## src/rtl/acc_alu_pkg.sv

```systemverilog
package acc_alu_pkg;

    typedef enum logic [3:0] {
        OP_ADD  = 4'd0,
        OP_ADC  = 4'd1,
        OP_SUB  = 4'd2,
        OP_SBB  = 4'd3,
        OP_CMP  = 4'd4,
        OP_AND  = 4'd5,
        OP_XOR  = 4'd6,
        OP_OR   = 4'd7,
        OP_INC  = 4'd8,
        OP_DEC  = 4'd9,
        OP_WADD = 4'd10
    } alu_op_e;

    localparam int FLAG_W = 8;
    localparam int FB_S   = 7;
    localparam int FB_Z   = 6;
    localparam int FB_H   = 4;
    localparam int FB_P   = 2;
    localparam int FB_V   = 1;
    localparam int FB_C   = 0;

    // Bit whose carry-in defines the half-carry
    localparam int HALF_BIT = 4;

endpackage

```

## src/rtl/acc_alu_arith.sv

```systemverilog
module acc_alu_arith #(
    parameter int DATA_W = 8
) (
    input  logic [DATA_W-1:0] a,
    input  logic [DATA_W-1:0] b,
    input  logic              cin,
    input  logic              sub,
    output logic [DATA_W-1:0] sum,
    output logic              carry,
    output logic              half
);
    import acc_alu_pkg::*;

    localparam int EXT_W = DATA_W + 1;

    logic [EXT_W-1:0]  full;
    logic [DATA_W-1:0] mix;

    always_comb begin
        if (sub) begin
            full = {1'b0, a} - {1'b0, b} - {{DATA_W{1'b0}}, cin};
        end else begin
            full = {1'b0, a} + {1'b0, b} + {{DATA_W{1'b0}}, cin};
        end
        sum   = full[DATA_W-1:0];
        carry = full[DATA_W];
        mix   = a ^ b ^ full[DATA_W-1:0];
        half  = sub ? ~mix[HALF_BIT] : mix[HALF_BIT];
    end

endmodule

```

## src/rtl/acc_alu_logic.sv

```systemverilog
module acc_alu_logic #(
    parameter int DATA_W = 8
) (
    input  logic [DATA_W-1:0] a,
    input  logic [DATA_W-1:0] b,
    input  logic [1:0]        sel,   // 0 AND, 1 XOR, 2 OR
    input  logic              enh,
    output logic [DATA_W-1:0] res,
    output logic              half
);
    import acc_alu_pkg::*;

    logic [DATA_W-1:0] either;

    always_comb begin
        either = a | b;
        half   = 1'b0;
        unique case (sel)
            2'd0: begin
                res  = a & b;
                half = enh ? 1'b1 : either[HALF_BIT-1];
            end
            2'd1:    res = a ^ b;
            default: res = either;
        endcase
    end

endmodule

```

## src/rtl/acc_alu_step.sv

```systemverilog
module acc_alu_step #(
    parameter int DATA_W = 8
) (
    input  logic [DATA_W-1:0] v,
    input  logic              dec,
    output logic [DATA_W-1:0] res,
    output logic              half
);
    import acc_alu_pkg::*;

    logic [HALF_BIT-1:0] low;

    always_comb begin
        low = v[HALF_BIT-1:0];
        if (dec) begin
            res  = v - 1'b1;
            half = (low != '0);
        end else begin
            res  = v + 1'b1;
            half = (low == '1);
        end
    end

endmodule

```

## src/rtl/acc_alu_wide.sv

```systemverilog
module acc_alu_wide #(
    parameter int PAIR_W = 16
) (
    input  logic [PAIR_W-1:0] a,
    input  logic [PAIR_W-1:0] b,
    output logic [PAIR_W-1:0] sum,
    output logic              carry
);
    logic [PAIR_W:0] full;

    always_comb begin
        full  = {1'b0, a} + {1'b0, b};
        sum   = full[PAIR_W-1:0];
        carry = full[PAIR_W];
    end

endmodule

```

## src/rtl/acc_alu.sv

```systemverilog
module acc_alu #(
    parameter int DATA_W = 8,
    parameter int PAIR_W = 16
) (
    input  logic                clk,
    input  logic                rst_n,
    input  logic [3:0]          op,
    input  logic                mode_enh,
    input  logic [DATA_W-1:0]   acc,
    input  logic [DATA_W-1:0]   opnd,
    input  logic [7:0]          flags_in,
    input  logic [PAIR_W-1:0]   pair_a,
    input  logic [PAIR_W-1:0]   pair_b,
    output logic [DATA_W-1:0]   res_q,
    output logic [7:0]          flags_q,
    output logic [PAIR_W-1:0]   wide_q
);
    import acc_alu_pkg::*;

    typedef struct packed {
        logic [DATA_W-1:0] res;
        logic [FLAG_W-1:0] flags;
        logic [PAIR_W-1:0] wide;
    } alu_state_t;

    alu_state_t st_d, st_q;

    // ---------------- datapath units ----------------
    logic              ar_sub, ar_cin, ar_carry, ar_half;
    logic [DATA_W-1:0] ar_sum;
    logic [1:0]        lg_sel;
    logic [DATA_W-1:0] lg_res;
    logic              lg_half;
    logic [DATA_W-1:0] sp_res;
    logic              sp_half;
    logic [PAIR_W-1:0] wd_sum;
    logic              wd_carry;

    always_comb begin
        ar_sub = (op == OP_SUB) || (op == OP_SBB) || (op == OP_CMP);
        ar_cin = ((op == OP_ADC) || (op == OP_SBB)) ? flags_in[FB_C] : 1'b0;
        unique case (op)
            OP_XOR:  lg_sel = 2'd1;
            OP_OR:   lg_sel = 2'd2;
            default: lg_sel = 2'd0;
        endcase
    end

    acc_alu_arith #(.DATA_W(DATA_W)) u_arith (
        .a(acc), .b(opnd), .cin(ar_cin), .sub(ar_sub),
        .sum(ar_sum), .carry(ar_carry), .half(ar_half)
    );

    acc_alu_logic #(.DATA_W(DATA_W)) u_logic (
        .a(acc), .b(opnd), .sel(lg_sel), .enh(mode_enh),
        .res(lg_res), .half(lg_half)
    );

    acc_alu_step #(.DATA_W(DATA_W)) u_step (
        .v(opnd), .dec(op == OP_DEC), .res(sp_res), .half(sp_half)
    );

    acc_alu_wide #(.PAIR_W(PAIR_W)) u_wide (
        .a(pair_a), .b(pair_b), .sum(wd_sum), .carry(wd_carry)
    );

    // Assemble a full flag byte from an 8-bit outcome
    function automatic logic [FLAG_W-1:0] pack_flags(
        input logic [DATA_W-1:0] r,
        input logic              h,
        input logic              v,
        input logic              c
    );
        logic [FLAG_W-1:0] f;
        f       = '0;
        f[FB_S] = r[DATA_W-1];
        f[FB_Z] = (r == '0);
        f[FB_H] = h;
        f[FB_P] = ~^r;
        f[FB_V] = v;
        f[FB_C] = c;
        return f;
    endfunction

    // ---------------- next-state ----------------
    always_comb begin
        st_d.res   = acc;
        st_d.flags = flags_in;
        st_d.wide  = pair_a;
        unique case (op)
            OP_ADD, OP_ADC: begin
                st_d.res   = ar_sum;
                st_d.flags = pack_flags(ar_sum, ar_half, 1'b0, ar_carry);
            end
            OP_SUB, OP_SBB: begin
                st_d.res   = ar_sum;
                st_d.flags = pack_flags(ar_sum, ar_half, 1'b1, ar_carry);
            end
            OP_CMP: begin
                st_d.flags = pack_flags(ar_sum, ar_half, 1'b1, ar_carry);
            end
            OP_AND, OP_XOR, OP_OR: begin
                st_d.res   = lg_res;
                st_d.flags = pack_flags(lg_res, lg_half, 1'b0, 1'b0);
            end
            OP_INC: begin
                st_d.res   = sp_res;
                st_d.flags = pack_flags(sp_res, sp_half, 1'b0, flags_in[FB_C]);
            end
            OP_DEC: begin
                st_d.res   = sp_res;
                st_d.flags = pack_flags(sp_res, sp_half, 1'b1, flags_in[FB_C]);
            end
            OP_WADD: begin
                st_d.wide        = wd_sum;
                st_d.flags[FB_C] = wd_carry;
            end
            default: ;
        endcase
    end

    always_ff @(posedge clk) begin
        if (!rst_n) begin
            st_q <= '0;
        end else begin
            st_q <= st_d;
        end
    end

    assign res_q   = st_q.res;
    assign flags_q = st_q.flags;
    assign wide_q  = st_q.wide;

    // ---------------- assertions ----------------
    logic seen_q;
    always_ff @(posedge clk) begin
        if (!rst_n) seen_q <= 1'b0;
        else        seen_q <= 1'b1;
    end


    cmp_keeps_acc_chk: assert property (@(posedge clk) disable iff (!rst_n)
        (seen_q && $past(op) == OP_CMP) |-> (res_q == $past(acc)));


    wide_flag_keep_chk: assert property (@(posedge clk) disable iff (!rst_n)
        (seen_q && $past(op) == OP_WADD) |-> (flags_q[7:1] == $past(flags_in[7:1])));


    step_carry_keep_chk: assert property (@(posedge clk) disable iff (!rst_n)
        (seen_q && ($past(op) == OP_INC || $past(op) == OP_DEC))
            |-> (flags_q[FB_C] == $past(flags_in[FB_C])));


    logic_clear_chk: assert property (@(posedge clk) disable iff (!rst_n)
        (seen_q && ($past(op) == OP_XOR || $past(op) == OP_OR))
            |-> (flags_q[FB_C] == 1'b0 && flags_q[FB_H] == 1'b0));


    and_enh_half_chk: assert property (@(posedge clk) disable iff (!rst_n)
        (seen_q && $past(op) == OP_AND && $past(mode_enh)) |-> flags_q[FB_H]);


    sub_marks_v_chk: assert property (@(posedge clk) disable iff (!rst_n)
        (seen_q && ($past(op) == OP_SUB || $past(op) == OP_SBB || $past(op) == OP_DEC))
            |-> flags_q[FB_V]);


    parity_even_chk: assert property (@(posedge clk) disable iff (!rst_n)
        (seen_q && $past(op) <= OP_DEC && $past(op) != OP_CMP)
            |-> (flags_q[FB_P] == ~^res_q && flags_q[5] == 1'b0 && flags_q[3] == 1'b0));


    unused_pass_chk: assert property (@(posedge clk) disable iff (!rst_n)
        (seen_q && $past(op) > OP_WADD)
            |-> (res_q == $past(acc) && flags_q == $past(flags_in)));

endmodule

```

## config.mk

```make
export PLATFORM = sky130hd
export DESIGN_NAME = acc_alu
export DESIGN_NICKNAME = d
export VERILOG_FILES = /design/src/rtl/acc_alu_pkg.sv /design/src/rtl/acc_alu_arith.sv /design/src/rtl/acc_alu_logic.sv /design/src/rtl/acc_alu_step.sv /design/src/rtl/acc_alu_wide.sv /design/src/rtl/acc_alu.sv
export SDC_FILE = /design/constraint.sdc
export NUM_CORES = 1
export LEC_CHECK = 0
export BUFFER_PORTS_ARGS = -buffer_cell sky130_fd_sc_hd__buf_2
export CORE_MARGIN = 4
export CORE_UTILIZATION = 35
export DETAILED_ROUTE_END_ITERATION = 16
export PLACE_DENSITY = 0.62
export SLEW_MARGIN = 20
export SYNTH_ARGS = -nofsm -noshare
export SYNTH_HDL_FRONTEND = slang
export SYNTH_SLANG_ARGS = --single-unit
```

## constraint.sdc

```tcl
create_clock -name clk -period 10.4 [get_ports clk]
set_clock_uncertainty 0.1 [all_clocks]
set_input_delay 1.56 -clock clk [delete_from_list [all_inputs] [get_ports clk]]
set_output_delay 1.56 -clock clk [all_outputs]
set_load 0.05 [all_outputs]
```

==> impl_metrics.tcl <==
set metrics [dict create \
    ys_warn_count 0 \
    critPathSlowestCell "a2111oi_0" \
    clk_pin_slew_ns 0.06 \
    grt_pass1_wl_mm 19.86 \
    fp.dieArea_um2 13280 \
    first_iter_violations 291 \
    final_hold_viol_count 0 \
    slowest_delay_ns 0.58 \
    path_cells "buf_2 > nor2_1 > nand3_1 > inv_1 > fa_1 > inv_1 > ha_1 > o21ai_0 > a2111oi_0 > nor3_1 > o21ai_1 > nand3_1 > ha_1 > xor2_1 > xnor2_1 > a221oi_1 > a21oi_1" \
    ant_nets 0 \
    grt_max_degree 27 \
    cts_max_level 2 \
    finalSetupViolCount 0 \
    ir_worst_vdd_v 0.00009604 \
    track_usage_pct 19.10 \
    yosys_register_bits 32 \
    syn_nets 644 \
    initial_utilization_pct 36.50 \
    final_cell_area_um2 4735 \
    whs_path_depth 2 \
    root_buffer "clkbuf_16" \
    required_ns 10.45 \
    design.core.area_um2 11030 \
    status "completed" \
    p_leak_uw 0.002204 \
    cts_resized 0 \
    regArea_um2 640.6 \
    synthTopCellsByArea "ha_1 20%, dfxtp_1 16%, xnor2_1 4.8%, a21oi_1 4.5%, nor2_1 4.3%" \
    grt_pass1_vias 3903 \
    cts_setup_buffers 0 \
    routabilityCongestion 0.9370 \
    ys_async_sr_fraction_pct 0 \
    min_path_type "primary input to flop" \
    max-cap-violations 0 \
    dp_hpwl_mm 10.31 \
    tightest_slew_ns 0.9236 \
    grtUsageMet3_pct 5.316 \
    synth_top_area_share_pct 20.20 \
    chipHeight_um 115.3 \
    clock_sinks 32 \
    ios 95 \
    wl_per_cell_um 17.62 \
    grt_antenna_before_repair 0 \
    fin_util_pct 42.92 \
    drive_above_1_share_pct 20.10 \
    globalRoute.busiestLayer "met2" \
    first_pass_iters 5 \
    path_max_fanout 25 \
    diodes 0 \
    vias 4088 \
    gr-usage-met1_pct 23.69 \
    placementRows 38 \
    netlist_area_um2 4026 \
    clk_path_buf_depth 2 \
    finalMaxSlewViolations 0 \
    postSynthCellCount 510 \
    critPathKind "primary input to flop" \
    synth_flop_cell "dfxtp_1" \
    power_density_nw_per_um2 123.4 \
    dpl_cell_area_um2 4567 \
    yosys.area.top_type "ha_1" \
    synth.distinct_cells 73 \
    period_needed_ns 5.252 \
    finalSetupTns_ns 0 \
    gr-usage-met2_pct 32.56 \
    cts_hold_buffers 0 \
    yosysSeqAreaShare_pct 15.91 \
    grt.overflow.total 0 \
    fin_crit_sh_pct 50.50 \
    port_buffers 94 \
    fin_nets 725 \
    rsz0062_at_grt "no" \
    cts_made_buffers 5 \
    critPathLaunchType "primary input" \
    drc_errors 0 \
    place_ws_ns 4.922 \
    via_per_inst 5.585 \
    end_kind "flop" \
    whs_endpoint "flags_q[5]" \
    fillers 1137 \
    setup_slack_ns 5.148 \
    relSlewSlack_pct 38.25 \
    cts_tree "yes" \
    max_freq_mhz 190.4 \
    synth.avg_cell_area_um2 7.895 \
    multi_input_area_um2 3139 \
    fp.dieW_um 115.3 \
    min_from "flags_in[5]" \
    arrival_ns 5.30 \
    area_delta_synth_final_pct 17.59 \
    drt_wl_total_mm 12.90 \
    synth_edf_count 0 \
]
-- registers in the layout, summed over array words and instances, names as in the netlist --
signal,cells
flags_q,8
res_q,8
wide_q,16
-- synthesized netlist by cell type (all sizes together), types with 3 or more instances --
master   instances
a211oi          12
a21o             6
a21oi           37
a221oi           4
a31oi            7
and2             4
and3             5
and4             3
buf             11
clkbuf           9
dfxtp           32
fa               6
ha              65
inv             36
mux2i            3
nand2           35
nand2b           5
nand3           18
nand3b           3
nand4            5
nor2            46
nor2b            9
nor3            16
nor3b            3
o2111ai          3
o211ai           3
o21a            10
o21ai           31
o221a            5
o221ai           6
o22ai            3
o31ai            3
or3              7
xnor2           22
xor2            10
-- per-stage QoR --
stage	total power [uW]	instances	hold WS, ns
3_5_place_dp	409.0	724	1.688
4_1_cts	585.9	732	1.391
6_report	584.0	732	1.399
3_3_place_gp	406.2	724	1.687
2_1_floorplan	341.9	510	1.590
5_1_grt	620.9	732	1.404
-- cell usage in the layout (no fill, tap or decap), types with 2 or more instances in the layout --
cell type / n
a21oi_1: 36
nand4_1: 5
xor2_1: 10
and2_1: 3
nand3_1: 18
a211oi_1: 12
fa_1: 6
inv_1: 35
o221ai_1: 6
nand2_1: 35
a221oi_2: 2
dfxtp_1: 32
o211ai_1: 3
o31a_1: 2
nor2b_1: 9
o21ai_1: 5
nor4_1: 2
a21o_1: 6
clkbuf_16: 5
buf_2: 94
nand2b_1: 5
mux2i_1: 3
nand3b_1: 2
o2111ai_2: 2
nor2_1: 46
o21a_1: 10
a221oi_1: 2
o21ai_0: 26
a31oi_1: 7
xnor2_1: 22
and4_1: 3
and3_1: 5
ha_1: 65
or3_1: 7
o221a_1: 4
nor3_1: 16
o22ai_1: 3
o31ai_1: 2
a2111oi_0: 2
-- power breakdown --
| part | leakage [uW] | switching (uW) | internal [uW] |
|---|---|---|---|
| logic | 0.00186 | 171 | 104 |
| registers | 0.000266 | 2.74 | 133 |
| clock network | 0.0000798 | 61.3 | 113 |
| total | 0.00220 | 235 | 349 |
-- logic make-up (layout without fill, tap and decap cells) --
logic type | count (synthesis) | after routing | synth area share (%)
mux | 3 | 3 | 0.7458
compound gates | 148 | 148 | 25.73
xor+xnor | 32 | 32 | 6.961
buf+inv | 57 | 139 | 6.122
fa+ha+maj | 71 | 71 | 23.18
flops | 32 | 32 | 15.91
simple gates | 167 | 167 | 21.35
-- area by class of cell --
cell class	count	area share, %
Tap cell	140	3.700
Timing Repair Buffer	94	9.937
Inverter	37	2.986
Sequential cell	32	13.53
Multi-Input combinational cell	421	66.31
Clock inverter	3	0.8985
Clock buffer	5	2.643
-- how the worst max path moves through the flow --
| stage | slack [ns] | startpoint | depth (start not counted) | end |
|---|---|---|---|---|
| after global placement | 5.03 | op[3] | 17 | flags_q[2] |
| after global routing | 4.88 | op[3] | 17 | flags_q[2] |
| final | 5.15 | op[3] | 17 | flags_q[2] |
| after floorplan | 5.48 | op[0] | 17 | flags_q[2] |
| after CTS | 5.21 | op[3] | 17 | flags_q[2] |
| after detailed placement | 4.92 | op[3] | 17 | flags_q[2] |
-- critical path: cells and delay by family --
family / cells / cell delay [ns]
AOI/OAI and AO/OA: 5 / 1.28
adders and majority gates: 3 / 0.89
and+or+nand+nor: 4 / 0.82
buffers and inverters: 3 / 0.44
xor gates and xnor gates: 2 / 0.31
-- routing by layer --
| metal | part of all wire, % | wire length (um) |
|---|---|---|
| met5 | 0 | 0 |
| met4 | 1.6 | 207 |
| met3 | 8.8 | 1136 |
| met2 | 48 | 6149 |
| met1 | 42 | 5402 |
(Power assumes the default switching activity.)
